File: src/rtl/win_pkg.sv
package win_pkg;

    localparam int ADDR_W        = 32;
    localparam int MAP_W         = 16;
    localparam int MB_SHIFT      = 20;
    localparam int IO_SHIFT      = 24;
    localparam int MAX_SIZE_CODE = 11;
    localparam int TYPE_W        = 3;

    typedef enum logic [TYPE_W-1:0] {
        CYC_IACK    = 3'b000,
        CYC_IO      = 3'b001,
        CYC_MEM     = 3'b011,
        CYC_CFG     = 3'b101,
        CYC_MEMMULT = 3'b110
    } cyc_code_t;

    typedef struct packed {
        logic              hit;
        logic [ADDR_W-1:0] addr;
        logic [TYPE_W-1:0] cyc;
        logic              adlow;
    } xlat_t;

    // Mask of the address bits above a memory window's span.
    function automatic logic [ADDR_W-1:0] span_mask(input logic [3:0] code);
        int unsigned c;
        c = (int'(code) > MAX_SIZE_CODE) ? MAX_SIZE_CODE : int'(code);
        return ~((ADDR_W'(1) << (MB_SHIFT + c)) - ADDR_W'(1));
    endfunction

endpackage

File: src/rtl/win_regs.sv
module win_regs
    import win_pkg::*;
#(
    parameter int NUM_MEM = 2,
    parameter int SEL_W   = 3
) (
    input  logic                           clk,
    input  logic                           rst,
    input  logic                           we,
    input  logic [SEL_W-1:0]               sel,
    input  logic [ADDR_W-1:0]              wdata,
    output logic [NUM_MEM-1:0][ADDR_W-1:0] mem_base,
    output logic [NUM_MEM-1:0][MAP_W-1:0]  mem_map,
    output logic [MAP_W-1:0]               io_base,
    output logic [MAP_W-1:0]               io_map
);
    localparam int IO_BASE_SEL = 2 * NUM_MEM;
    localparam int IO_MAP_SEL  = 2 * NUM_MEM + 1;

    for (genvar w = 0; w < NUM_MEM; w++) begin : g_mem
        always_ff @(posedge clk) begin
            if (rst) begin
                mem_base[w] <= '0;
                mem_map[w]  <= '0;
            end else if (we) begin
                if (int'(sel) == 2 * w)     mem_base[w] <= wdata;
                if (int'(sel) == 2 * w + 1) mem_map[w]  <= wdata[MAP_W-1:0];
            end
        end
    end

    always_ff @(posedge clk) begin
        if (rst) begin
            io_base <= '0;
            io_map  <= '0;
        end else if (we) begin
            if (int'(sel) == IO_BASE_SEL) io_base <= wdata[MAP_W-1:0];
            if (int'(sel) == IO_MAP_SEL)  io_map  <= wdata[MAP_W-1:0];
        end
    end

endmodule

File: src/rtl/win_mem_match.sv
module win_mem_match
    import win_pkg::*;
(
    input  logic [ADDR_W-1:0] base,
    input  logic [MAP_W-1:0]  map,
    input  logic [ADDR_W-1:0] addr,
    output xlat_t             res
);
    logic [ADDR_W-1:0] mask;
    logic [ADDR_W-1:0] base_addr;
    logic [ADDR_W-1:0] map_addr;
    logic [ADDR_W-1:0] pci;
    logic              match;

    always_comb begin
        mask      = span_mask(base[7:4]);
        base_addr = {base[ADDR_W-1:MB_SHIFT], {MB_SHIFT{1'b0}}};
        map_addr  = {map[MAP_W-1:4], {MB_SHIFT{1'b0}}};
        match     = base[0] && (((addr ^ base_addr) & mask) == '0);
        pci       = (map_addr & mask) | (addr & ~mask);
        if (!map[0]) pci[1:0] = 2'b00;
        res = '0;
        if (match) begin
            res.hit   = 1'b1;
            res.addr  = pci;
            res.cyc   = map[3:1];
            res.adlow = map[0];
        end
    end

endmodule

File: src/rtl/win_io_match.sv
module win_io_match
    import win_pkg::*;
(
    input  logic [MAP_W-1:0]  base,
    input  logic [MAP_W-1:0]  map,
    input  logic [ADDR_W-1:0] addr,
    output xlat_t             res
);
    localparam int TOP_W = ADDR_W - IO_SHIFT;

    logic match;

    always_comb begin
        match = base[0] && (addr[ADDR_W-1:IO_SHIFT] == base[MAP_W-1:MAP_W-TOP_W]);
        res   = '0;
        if (match) begin
            res.hit   = 1'b1;
            res.addr  = {map[MAP_W-1:MAP_W-TOP_W], addr[IO_SHIFT-1:0]};
            res.cyc   = CYC_IO;
            res.adlow = 1'b1;
        end
    end

endmodule

File: src/rtl/win_prio.sv
module win_prio
    import win_pkg::*;
#(
    parameter int NUM_WIN = 3
) (
    input  xlat_t [NUM_WIN-1:0] cand,
    output xlat_t               pick
);
    // Walk from the highest index down so the lowest matching index wins.
    always_comb begin
        pick = '0;
        for (int i = NUM_WIN - 1; i >= 0; i--) begin
            if (cand[i].hit) pick = cand[i];
        end
    end

endmodule

File: src/rtl/addr_window_xlate.sv
module addr_window_xlate
    import win_pkg::*;
#(
    parameter  int NUM_MEM_WIN = 2,
    localparam int NUM_WIN     = NUM_MEM_WIN + 1,
    localparam int SEL_W       = $clog2(2 * NUM_MEM_WIN + 2)
) (
    input  logic              clk,
    input  logic              rst,
    input  logic              reg_we,
    input  logic [SEL_W-1:0]  reg_sel,
    input  logic [31:0]       reg_wdata,
    input  logic              in_valid,
    input  logic [31:0]       in_addr,
    output logic              out_valid,
    output logic              out_hit,
    output logic [31:0]       out_addr,
    output logic [2:0]        out_type,
    output logic              out_adlow
);
    logic [NUM_MEM_WIN-1:0][ADDR_W-1:0] mem_base;
    logic [NUM_MEM_WIN-1:0][MAP_W-1:0]  mem_map;
    logic [MAP_W-1:0]                   io_base;
    logic [MAP_W-1:0]                   io_map;
    xlat_t [NUM_WIN-1:0]                cand;
    xlat_t                              pick;
    xlat_t                              res_q;
    logic                               valid_q;

    win_regs #(.NUM_MEM(NUM_MEM_WIN), .SEL_W(SEL_W)) u_regs (
        .clk      (clk),
        .rst      (rst),
        .we       (reg_we),
        .sel      (reg_sel),
        .wdata    (reg_wdata),
        .mem_base (mem_base),
        .mem_map  (mem_map),
        .io_base  (io_base),
        .io_map   (io_map)
    );

    for (genvar w = 0; w < NUM_MEM_WIN; w++) begin : g_mwin
        win_mem_match u_match (
            .base (mem_base[w]),
            .map  (mem_map[w]),
            .addr (in_addr),
            .res  (cand[w])
        );
    end

    win_io_match u_io (
        .base (io_base),
        .map  (io_map),
        .addr (in_addr),
        .res  (cand[NUM_WIN-1])
    );

    win_prio #(.NUM_WIN(NUM_WIN)) u_prio (
        .cand (cand),
        .pick (pick)
    );

    always_ff @(posedge clk) begin
        if (rst) begin
            valid_q <= 1'b0;
            res_q   <= '0;
        end else begin
            valid_q <= in_valid;
            res_q   <= in_valid ? pick : '0;
        end
    end

    assign out_valid = valid_q;
    assign out_hit   = res_q.hit;
    assign out_addr  = res_q.addr;
    assign out_type  = res_q.cyc;
    assign out_adlow = res_q.adlow;

    assert_latency_R2: assert property (@(posedge clk) disable iff (rst)
        in_valid |=> out_valid);
    assert_idle_R2: assert property (@(posedge clk) disable iff (rst)
        !in_valid |=> (!out_valid && !out_hit));
    assert_miss_zero_R9: assert property (@(posedge clk) disable iff (rst)
        !out_hit |-> (out_addr == '0 && out_type == '0 && !out_adlow));
    assert_adlow_clear_R6: assert property (@(posedge clk) disable iff (rst)
        (out_hit && !out_adlow) |-> (out_addr[1:0] == 2'b00));
    assert_adlow_pass_R6: assert property (@(posedge clk) disable iff (rst)
        (in_valid && cand[0].hit && cand[0].adlow) |=>
            (out_hit && out_addr[1:0] == $past(in_addr[1:0])));
    assert_first_wins_R7: assert property (@(posedge clk) disable iff (rst)
        (in_valid && cand[0].hit) |=> (out_addr == $past(cand[0].addr)));

endmodule

File: config.mk
export PLATFORM = sky130hd
export DESIGN_NAME = addr_window_xlate
export DESIGN_NICKNAME = d
export VERILOG_FILES = /design/src/rtl/win_pkg.sv /design/src/rtl/win_regs.sv /design/src/rtl/win_mem_match.sv /design/src/rtl/win_io_match.sv /design/src/rtl/win_prio.sv /design/src/rtl/addr_window_xlate.sv
export SDC_FILE = /design/constraint.sdc
export NUM_CORES = 1
export LEC_CHECK = 0
export ABC_CLOCK_PERIOD_IN_PS = 6350
export BUFFER_PORTS_ARGS = -buffer_cell sky130_fd_sc_hd__buf_2
export CORE_MARGIN = 4
export CORE_UTILIZATION = 59
export CTS_CLUSTER_SIZE = 10
export DETAILED_ROUTE_END_ITERATION = 7
export PLACE_DENSITY_LB_ADDON = 0.08
export SLEW_MARGIN = 10
export SYNTH_ARGS = -nofsm -noshare
export SYNTH_HDL_FRONTEND = slang
export SYNTH_SLANG_ARGS = --single-unit
File: constraint.sdc
create_clock -name clk -period 6.35 [get_ports clk]
set_input_delay 1.5875 -clock clk [delete_from_list [all_inputs] [get_ports clk]]
set_output_delay 1.5875 -clock clk [all_outputs]
set_load 0.02 [all_outputs]
==> results of run 1 <==
[cell usage after synthesis (6+ instances only)]
cell | n | share of area
clkbuf_1 | 22 | 0.016
nor2_1 | 19 | 0.014
and2_1 | 20 | 0.024
nor3_1 | 15 | 0.014
xor2_1 | 10 | 0.017
nand3_1 | 7 | 0.0068
o21ai_0 | 16 | 0.015
a211oi_1 | 6 | 0.0087
a21oi_1 | 89 | 0.086
mux2i_1 | 7 | 0.014
dfxtp_1 | 121 | 0.47
mux2_2 | 10 | 0.022
a31oi_1 | 12 | 0.014
inv_1 | 7 | 0.0051
nand2_1 | 190 | 0.14
xnor2_1 | 22 | 0.037
[worst max path at each step]
| stage | endpoint | depth (start not counted) | slack (ps) |
|---|---|---|---|
| 3_3_place_gp | out_type[0] | 8 | 2400 |
| 3_5_place_dp | out_type[0] | 8 | 2330 |
| 5_1_grt | out_type[0] | 8 | 2650 |
| 6_report | out_addr[24] | 8 | 2780 |
| 2_1_floorplan | out_type[0] | 10 | 3060 |
| 4_1_cts | out_type[0] | 8 | 2850 |
[state kept, by name (all words and copies together), names as in the netlist]
signal and count:
u_regs.mem_base 34, out_addr 32, u_regs.mem_map 32, u_regs.io_base 9
u_regs.io_map 8, out_type 3, out_adlow 1, out_hit 1
out_valid 1
[stage by stage]
stage / hold slack [ps] / worst slack, ps / power (W)
global placement: 437 / 2400 / 0.000903
CTS: 452 / 2850 / 0.00193
floorplan: 432 / 3060 / 0.000855
global route: 469 / 2650 / 0.00199
detailed placement: 444 / 2330 / 0.000906
finish: 455 / 2780 / 0.00193
[worst max-delay path, stage by stage]
cell and delay [ps]:
buf_2 160, xnor2_1 170, and2_1 180, o211a_1 120, o21ai_2 560, or2_1 560, a31oi_1 160, a211oi_1 420
[layout make-up]
class                      count  share of cell area
multi-input combinational    480               0.407
timing repair buffer         109              0.0876
sequential                   121               0.380
clock buffer                  18              0.0656
clock inverter                13              0.0342
tap                          105              0.0206
inverter                       8             0.00472
[layout by cell type, fill, tap and decap left out, types with 3 or more instances in the layout]
master	netlist	layout
a211oi_1	6	6
a21oi_1	89	89
a22o_1	3	3
a31oi_1	12	12
and2_1	20	20
buf_2	5	104
buf_4	2	5
bufinv_16	0	5
clkbuf_16	0	16
clkinv_4	0	3
conb_1	1	4
dfxtp_1	121	121
inv_1	7	7
inv_6	0	3
mux2_2	10	10
mux2i_1	7	7
nand2_1	190	190
nand2b_1	4	4
nand3_1	7	7
nand3b_1	3	3
nor2_1	19	18
nor2b_1	5	5
nor3_1	15	14
nor4_1	4	4
o211ai_1	4	4
o21ai_0	16	16
xnor2_1	22	22
xor2_1	10	10
[power by group]
part / leakage (nW) / switching (W) / internal, W
clock network: 0.302 / 0.000355 / 0.000680
logic: 1.21 / 0.0000701 / 0.0000429
registers: 0.978 / 0.00000969 / 0.000771
[cells by family (layout without fill, tap and decap cells)]
kind of cell	after synthesis	count (layout)	share of synthesized area
muxes	17	17	0.0353
other	1	4	0.000724
adders and majority gates	2	2	0.00483
and+or+nand+nor	274	274	0.227
AOI/OAI and AO/OA	151	151	0.174
buffers and inverters	40	148	0.0360
xor gates and xnor gates	32	32	0.0541
DFF	121	121	0.468
[per-layer routing]
layer | global-route usage | share of wire
met4 | 0.146 | 0.031
met2 | 0.479 | 0.46
met3 | 0.0675 | 0.10
met1 | 0.377 | 0.41
met5 | 0 | 0
==> flow_summary.yaml, run 1 <==
floorplan:
  initial_core_util: 0.618
  die_x_um: 102
  dieArea_um2: 10300
  die_y_um: 102
  core_um2: 8380
  rows: 33
  num_io_pins: 109
synth:
  ys.flop_type: "dfxtp_1"
  synth_cell_types: 50
  synth_area_per_cell_um2: 8.12
  synth_edf_count: 0
  async_reset_ff_frac: 0
  yosys_warnings: 0
  synth_cells: 638
  syn_area_um2: 5180
  synth-seq-cells: 121
  yosysSeqAreaShare: 0.468
timing:
  finalCritPeriodShare: 0.562
  rsz0062_at_grt: "no"
  fmax_mhz: 280
  setup_violations: 0
  tightest_slew_ps: 1110
  fin_skew_ps: 6.96
  slew_headroom: 0.253
  fin_crit_ps: 3570
  fin_tns_setup_ps: 0
  drv_slew: 0
  hold_viol: 0
run:
  cap_viol_max_count: 0
placed_design:
  placedCellCount: 823
  placed_area_um2: 5730
  port_buffers: 104
  hpwl_mm: 10.1
  gp_congestion: 0.955
clock_tree:
  clock_latency_ps: 510
  post_cts_buffers: 0
  cts-htree-levels: 4
  cts_resized: 0
  cts.sinks: 121
  cts.clk_slew.worst_paths_ps: 60
  cts_tree: "built"
  hold_buffers: 0
  clockBufferDepth: 2
  numCtsBuffers: 17
  clockRootBuffer: "clkbuf_8"
grt:
  antenna_found_initial: 0
  grt_pass1_vias: 4829
  grt_pass1_wl_mm: 23.8
  grt_overflow: 0
  grt_max_degree: 85
  grt_use_total: 0.298
detailed_routing:
  vias: 4896
  avgViaCountPerCell: 5.73
  drt_wl_total_mm: 14.8
  drc_errors: 0
  avgRoutedWirePerCell_um: 17.4
  postRouteAntennaNets: 0
  first_pass_iters: 5
  drtIter0Drc: 405
worst_setup_path:
  r2r_setup_slack_ps: 3280
  start_kind: "input port"
  critPathKind: "input port to flop"
  reg2reg_to: "out_type[0]"
  r2r_start: "u_regs.mem_base[39]"
  endpoint_kind: "flop"
  cp_max_fo: 15
  crit_start: "in_addr[30]"
  crit_arrival_ps: 3940
  critical_path_required_ps: 6720
  reg2reg_depth: 7
worst_hold_path:
  min_delay_path_depth: 2
  min_to: "u_regs.mem_base[32]"
  min_path_type: "flop to flop"
  hp-start: "u_regs.mem_base[32]"
cells_and_area:
  area_delta_synth_final_pct: 22.9
  nets: 810
  antenna_cells: 0
  multi_input_area_um2: 2590
  drive_above_1_share: 0.212
  regArea_um2: 2420
  finalNonFillerCells: 854
  fin_util: 0.760
  fill_cells: 652
  design_area_um2: 6370
power:
  power_density_nw_per_um2: 303
  leakage_nw: 2.49
  irDropWorstVdd_mv: 0.192
run_status:
  status: "finished clean"
No activity file was read; power rests on OpenSTA's default activity.
==> run 2, diff against run 1 <==
- ABC_CLOCK_PERIOD_IN_PS: 6350 -> 3600
- CORE_UTILIZATION: 59 -> 54
- clock period: 6.35 -> 3.6 ns (I/O delays scaled with it)
==> run 2 against run 1 <==
Net effect:
- clock power up 73%
- power up 74%
- design area grew 0.75%
- critical path depth shrank 1
- critical endpoint is now out_type[0]
==> flow_summary.yaml, run 2 (same netlist as run 1, synthesis figures left out) <==
worst_setup_path:
  start_kind: "flop"
  crit_start: "u_regs.mem_base[38]"
  r2r_setup_slack_ps: 860
  cp-endpoint: "out_type[0]"
  critPathKind: "flop to flop"
  r2r_start: "u_regs.mem_base[38]"
  cp_max_fo: 20
  critical_path_required_ps: 4060
  reg2reg_depth: 7
  endpoint_kind: "flop"
  reg2reg_to: "out_type[0]"
  crit_arrival_ps: 3200
timing:
  finalCritPeriodShare: 0.761
  fin_tns_setup_ps: 0
  hold_ws_ps: 452
  slew_headroom: 0.400
  rsz0062_at_grt: "no"
  tightest_slew_ps: 899
  fin_skew_ps: 9.18
  fmax_mhz: 365
  hold_viol: 0
  drv_slew: 0
  setup_violations: 0
  fin_crit_ps: 2740
power:
  leakage_nw: 2.50
  power_density_nw_per_um2: 524
  irDropWorstVdd_mv: 0.280
clock_tree:
  cts-htree-levels: 4
  numCtsBuffers: 17
  clockBufferDepth: 2
  clock_latency_ps: 520
  cts.clk_slew.worst_paths_ps: 60
  cts.sinks: 121
  post_cts_buffers: 0
  cts_resized: 0
  clockRootBuffer: "clkbuf_8"
  cts_tree: "built"
  hold_buffers: 0
grt:
  grt_pass1_wl_mm: 23.8
  grt_pass1_vias: 4725
  grt_overflow: 0
  grt_use_total: 0.270
  grt_max_degree: 84
  antenna_found_initial: 0
floorplan:
  initial_core_util: 0.558
  rows: 35
  dieArea_um2: 11200
  die_x_um: 106
  die_y_um: 106
  num_io_pins: 109
  core_um2: 9280
cells_and_area:
  top_register: "u_regs.mem_base"
  drive_above_1_share: 0.218
  area_delta_synth_final_pct: 23.8
  final_common_cell: "nand2_1"
  final_cell_mix: "nand2_1 (190), dfxtp_1 (121), buf_2 (104)"
  finalNonFillerCells: 882
  nets: 814
  design_area_um2: 6410
  largest_register_ffs: 34
  antenna_cells: 0
detailed_routing:
  drtIter0Drc: 394
  avgViaCountPerCell: 5.56
  drc_errors: 0
  first_pass_iters: 5
  postRouteAntennaNets: 0
  vias: 4904
  drt_wl_total_mm: 14.9
  avgRoutedWirePerCell_um: 16.9
placed_design:
  placed_area_um2: 5790
  hpwl_mm: 10.3
  port_buffers: 104
  gp_congestion: 0.884
  placedCellCount: 851
run_status:
  status: "finished clean"
worst_hold_path:
  min_delay_path_depth: 2
  min_path_type: "flop to flop"
run:
  cap_viol_max_count: 0
## run 2: routing by layer
metal  wire (um)  vias to the layer above  global-route usage
met5           0                        -                   0
met4         389                        0              0.0934
met3        1420                       40              0.0704
met2        6850                      259               0.438
met1        6280                     2244               0.351
li1            -                     2361                   -
## run 2: critical path, stage by stage, from the launching register on
cell and delay (ps):
dfxtp_1 620, a21oi_1 260, a22o_1 280, a211oi_2 270, o21ai_2 90, or2_1 430, a31oi_4 460, o221a_2 260
## run 2: per-stage QoR
stage / total power [W] / setup slack (ps) / utilization
after detailed placement: 0.00160 / 424 / 0.624
final: 0.00336 / 859 / 0.691
after global placement: 0.00159 / 421 / 0.624
after floorplan: 0.00151 / 993 / -
after CTS: 0.00337 / 887 / 0.691
after global routing: 0.00346 / 744 / 0.691
## run 2: where the power goes
group	internal [W]	switching, W
clock network	0.00115	0.000637
logic	0.0000763	0.000124
registers	0.00136	0.0000168
## run 2: area by class of cell
type	count	area, um^2
Clock buffer	18	428
Clock inverter	13	193
Multi-Input combinational cell	480	2590
Sequential cell	121	2420
Timing Repair Buffer	113	588
Inverter	8	30.0
Tap cell	129	161
Fill cell	793	2870
## run 2: worst min path at each step
stage / start / endpoint
finish: u_regs.mem_map[15] / u_regs.mem_map[15]
global route: u_regs.mem_map[3] / u_regs.mem_map[3]
CTS: u_regs.mem_map[15] / u_regs.mem_map[15]
detailed placement: u_regs.mem_map[15] / u_regs.mem_map[15]
global placement: u_regs.mem_map[12] / u_regs.mem_map[12]
floorplan: u_regs.mem_map[12] / u_regs.mem_map[12]
==> run 3, diff against run 2 <==
- ABC_CLOCK_PERIOD_IN_PS: 3600 -> 2870
- clock period: 3.6 -> 2.87 ns (I/O delays scaled with it)
==> run 3 against run 2 <==
Net effect:
- worst hold slack worse by 47 ps
- maximum frequency increased by 7.4%
- clock power rose by 22%
- register-to-register slack got worse by 540 ps
- design area is 1.7% higher
- first-iteration DRC count fell by 4.8%
- critical endpoint is now out_addr[24]
- largest cell class unchanged
- largest power group unchanged
- highest routed layer unchanged
==> flow_summary.yaml, run 3 (same netlist as run 1, synthesis figures left out) <==
run_status:
  status: "finished clean"
power:
  power.switching_w: 0.000983
  internal_power_w: 0.00319
  power_density_nw_per_um2: 639
  p_sw_frac: 0.236
  pwr-share-clk: 0.523
  irDropWorstVdd_mv: 0.380
  p_seq_frac: 0.414
  power_frac_comb: 0.063
  leakage_nw: 2.57
floorplan:
  core_um2: 9280
  die_x_um: 106
  die_y_um: 106
  dieArea_um2: 11200
  num_io_pins: 109
  initial_core_util: 0.558
  rows: 35
detailed_routing:
  vias: 4931
  postRouteAntennaNets: 0
  drtIter0Drc: 375
  avgViaCountPerCell: 5.50
  first_pass_iters: 5
  avgRoutedWirePerCell_um: 16.9
  drt_wl_total_mm: 15.2
  drc_errors: 0
placed_design:
  placed_area_um2: 5920
  gp_congestion: 0.937
  port_buffers: 104
  place_ws_ps: 197
  hpwl_mm: 10.6
cells_and_area:
  area_delta_synth_final_pct: 26.0
  antenna_cells: 0
  design_area_um2: 6530
  final_common_cell: "nand2_1"
  top_register: "u_regs.mem_base"
  drive_above_1_share: 0.232
  nets: 827
  final_cell_mix: "nand2_1 (190), dfxtp_1 (121), buf_2 (104)"
  largest_register_ffs: 34
clock_tree:
  numCtsBuffers: 17
  cts_tree: "built"
  cts.sinks: 121
  hold_buffers: 0
  clockBufferDepth: 2
  clockRootBuffer: "clkbuf_8"
  cts-htree-levels: 4
  cts_resized: 0
  cts.clk_slew.worst_paths_ps: 60
  clock_latency_ps: 520
  post_cts_buffers: 0
timing:
  fin_crit_ps: 2550
  slew_headroom: 0.393
  fin_skew_ps: 10.1
  drv_slew: 0
  hold_viol: 0
  finalCritPeriodShare: 0.889
  hold_ws_ps: 405
  tightest_slew_ps: 911
  fin_tns_setup_ps: 0
  setup_violations: 0
  fmax_mhz: 392
  setup_ws_ps: 319
  rsz0062_at_grt: "no"
worst_hold_path:
  min_to: "out_addr[2]"
  min_delay_path_depth: 2
  hp-start: "in_addr[2]"
  min_path_type: "input port to flop"
grt:
  grt_pass1_vias: 4880
  grt_max_degree: 84
  grt_pass1_wl_mm: 24.4
  antenna_found_initial: 0
  grt_use_total: 0.276
  use_met1: 0.365
  grt_overflow: 0
  met2_usage: 0.453
  use_met3: 0.0577
  busiest_layer: "met2"
worst_setup_path:
  reg2reg_to: "out_addr[24]"
  slowest_delay_ps: 700
  crit_arrival_ps: 2910
  cp_slowest_cell: "dfxtp_1"
  critical_path_required_ps: 3230
  path_cells: "inv_1 > a22o_1 > a211oi_2 > o21ai_2 > or2_1 > buf_4 > a31oi_1 > a211oi_1"
  endpoint_kind: "flop"
  critPathKind: "flop to flop"
  r2r_start: "u_regs.mem_base[39]"
  reg2reg_depth: 8
  worstPathBufferInverterCount: 2
  cp_max_fo: 14
  start_kind: "flop"
  r2r_setup_slack_ps: 320
  cp_top_family: "compound AO/OA/AOI/OAI gates"
run:
  cap_viol_max_count: 0
-- run 3: worst max-delay path by stage --
stage	start	to	depth (start not counted)
floorplan	in_addr[28]	out_type[0]	10
global placement	in_addr[22]	out_addr[29]	9
detailed placement	in_addr[26]	out_addr[24]	9
CTS	u_regs.mem_base[39]	out_addr[24]	8
global route	u_regs.mem_base[39]	out_addr[24]	8
finish	u_regs.mem_base[39]	out_addr[24]	8
-- run 3: area by class of cell --
cell class                      instances  area (um^2)
Fill cell                             791         2760
Multi-Input combinational cell        480         2590
Sequential cell                       121         2420
Timing Repair Buffer                  126          711
Clock buffer                           19          442
Clock inverter                         13          166
Tap cell                              129          161
Inverter                                8         30.0
-- run 3: worst register-to-register path, delay by kind of cell, from the launching register on --
family	cells	cell delay (ps)
compound gates	5	950
buf+inv	2	360
flops	1	700
simple gates	1	390
-- run 3: power groups by stage --
stage               Sequential [W]  Clock (W)  Combinational (W)
floorplan                  0.00175          0           0.000137
global placement           0.00176          0           0.000252
detailed placement         0.00176          0           0.000256
CTS                        0.00173    0.00220           0.000259
global route               0.00173    0.00229           0.000286
finish                     0.00173    0.00218           0.000264
-- run 3: through the flow --
stage	instances	total power (W)	utilization
after floorplan	641	0.00189	-
after global placement	864	0.00201	0.637
after detailed placement	864	0.00202	0.637
after CTS	896	0.00418	0.703
after global routing	896	0.00430	0.703
final	896	0.00417	0.703
-- run 3: metal layers --
layer	vias up	share of wire
li1	2390	-
met4	0	0.017
met3	22	0.077
met2	214	0.48
met1	2305	0.43
met5	-	0
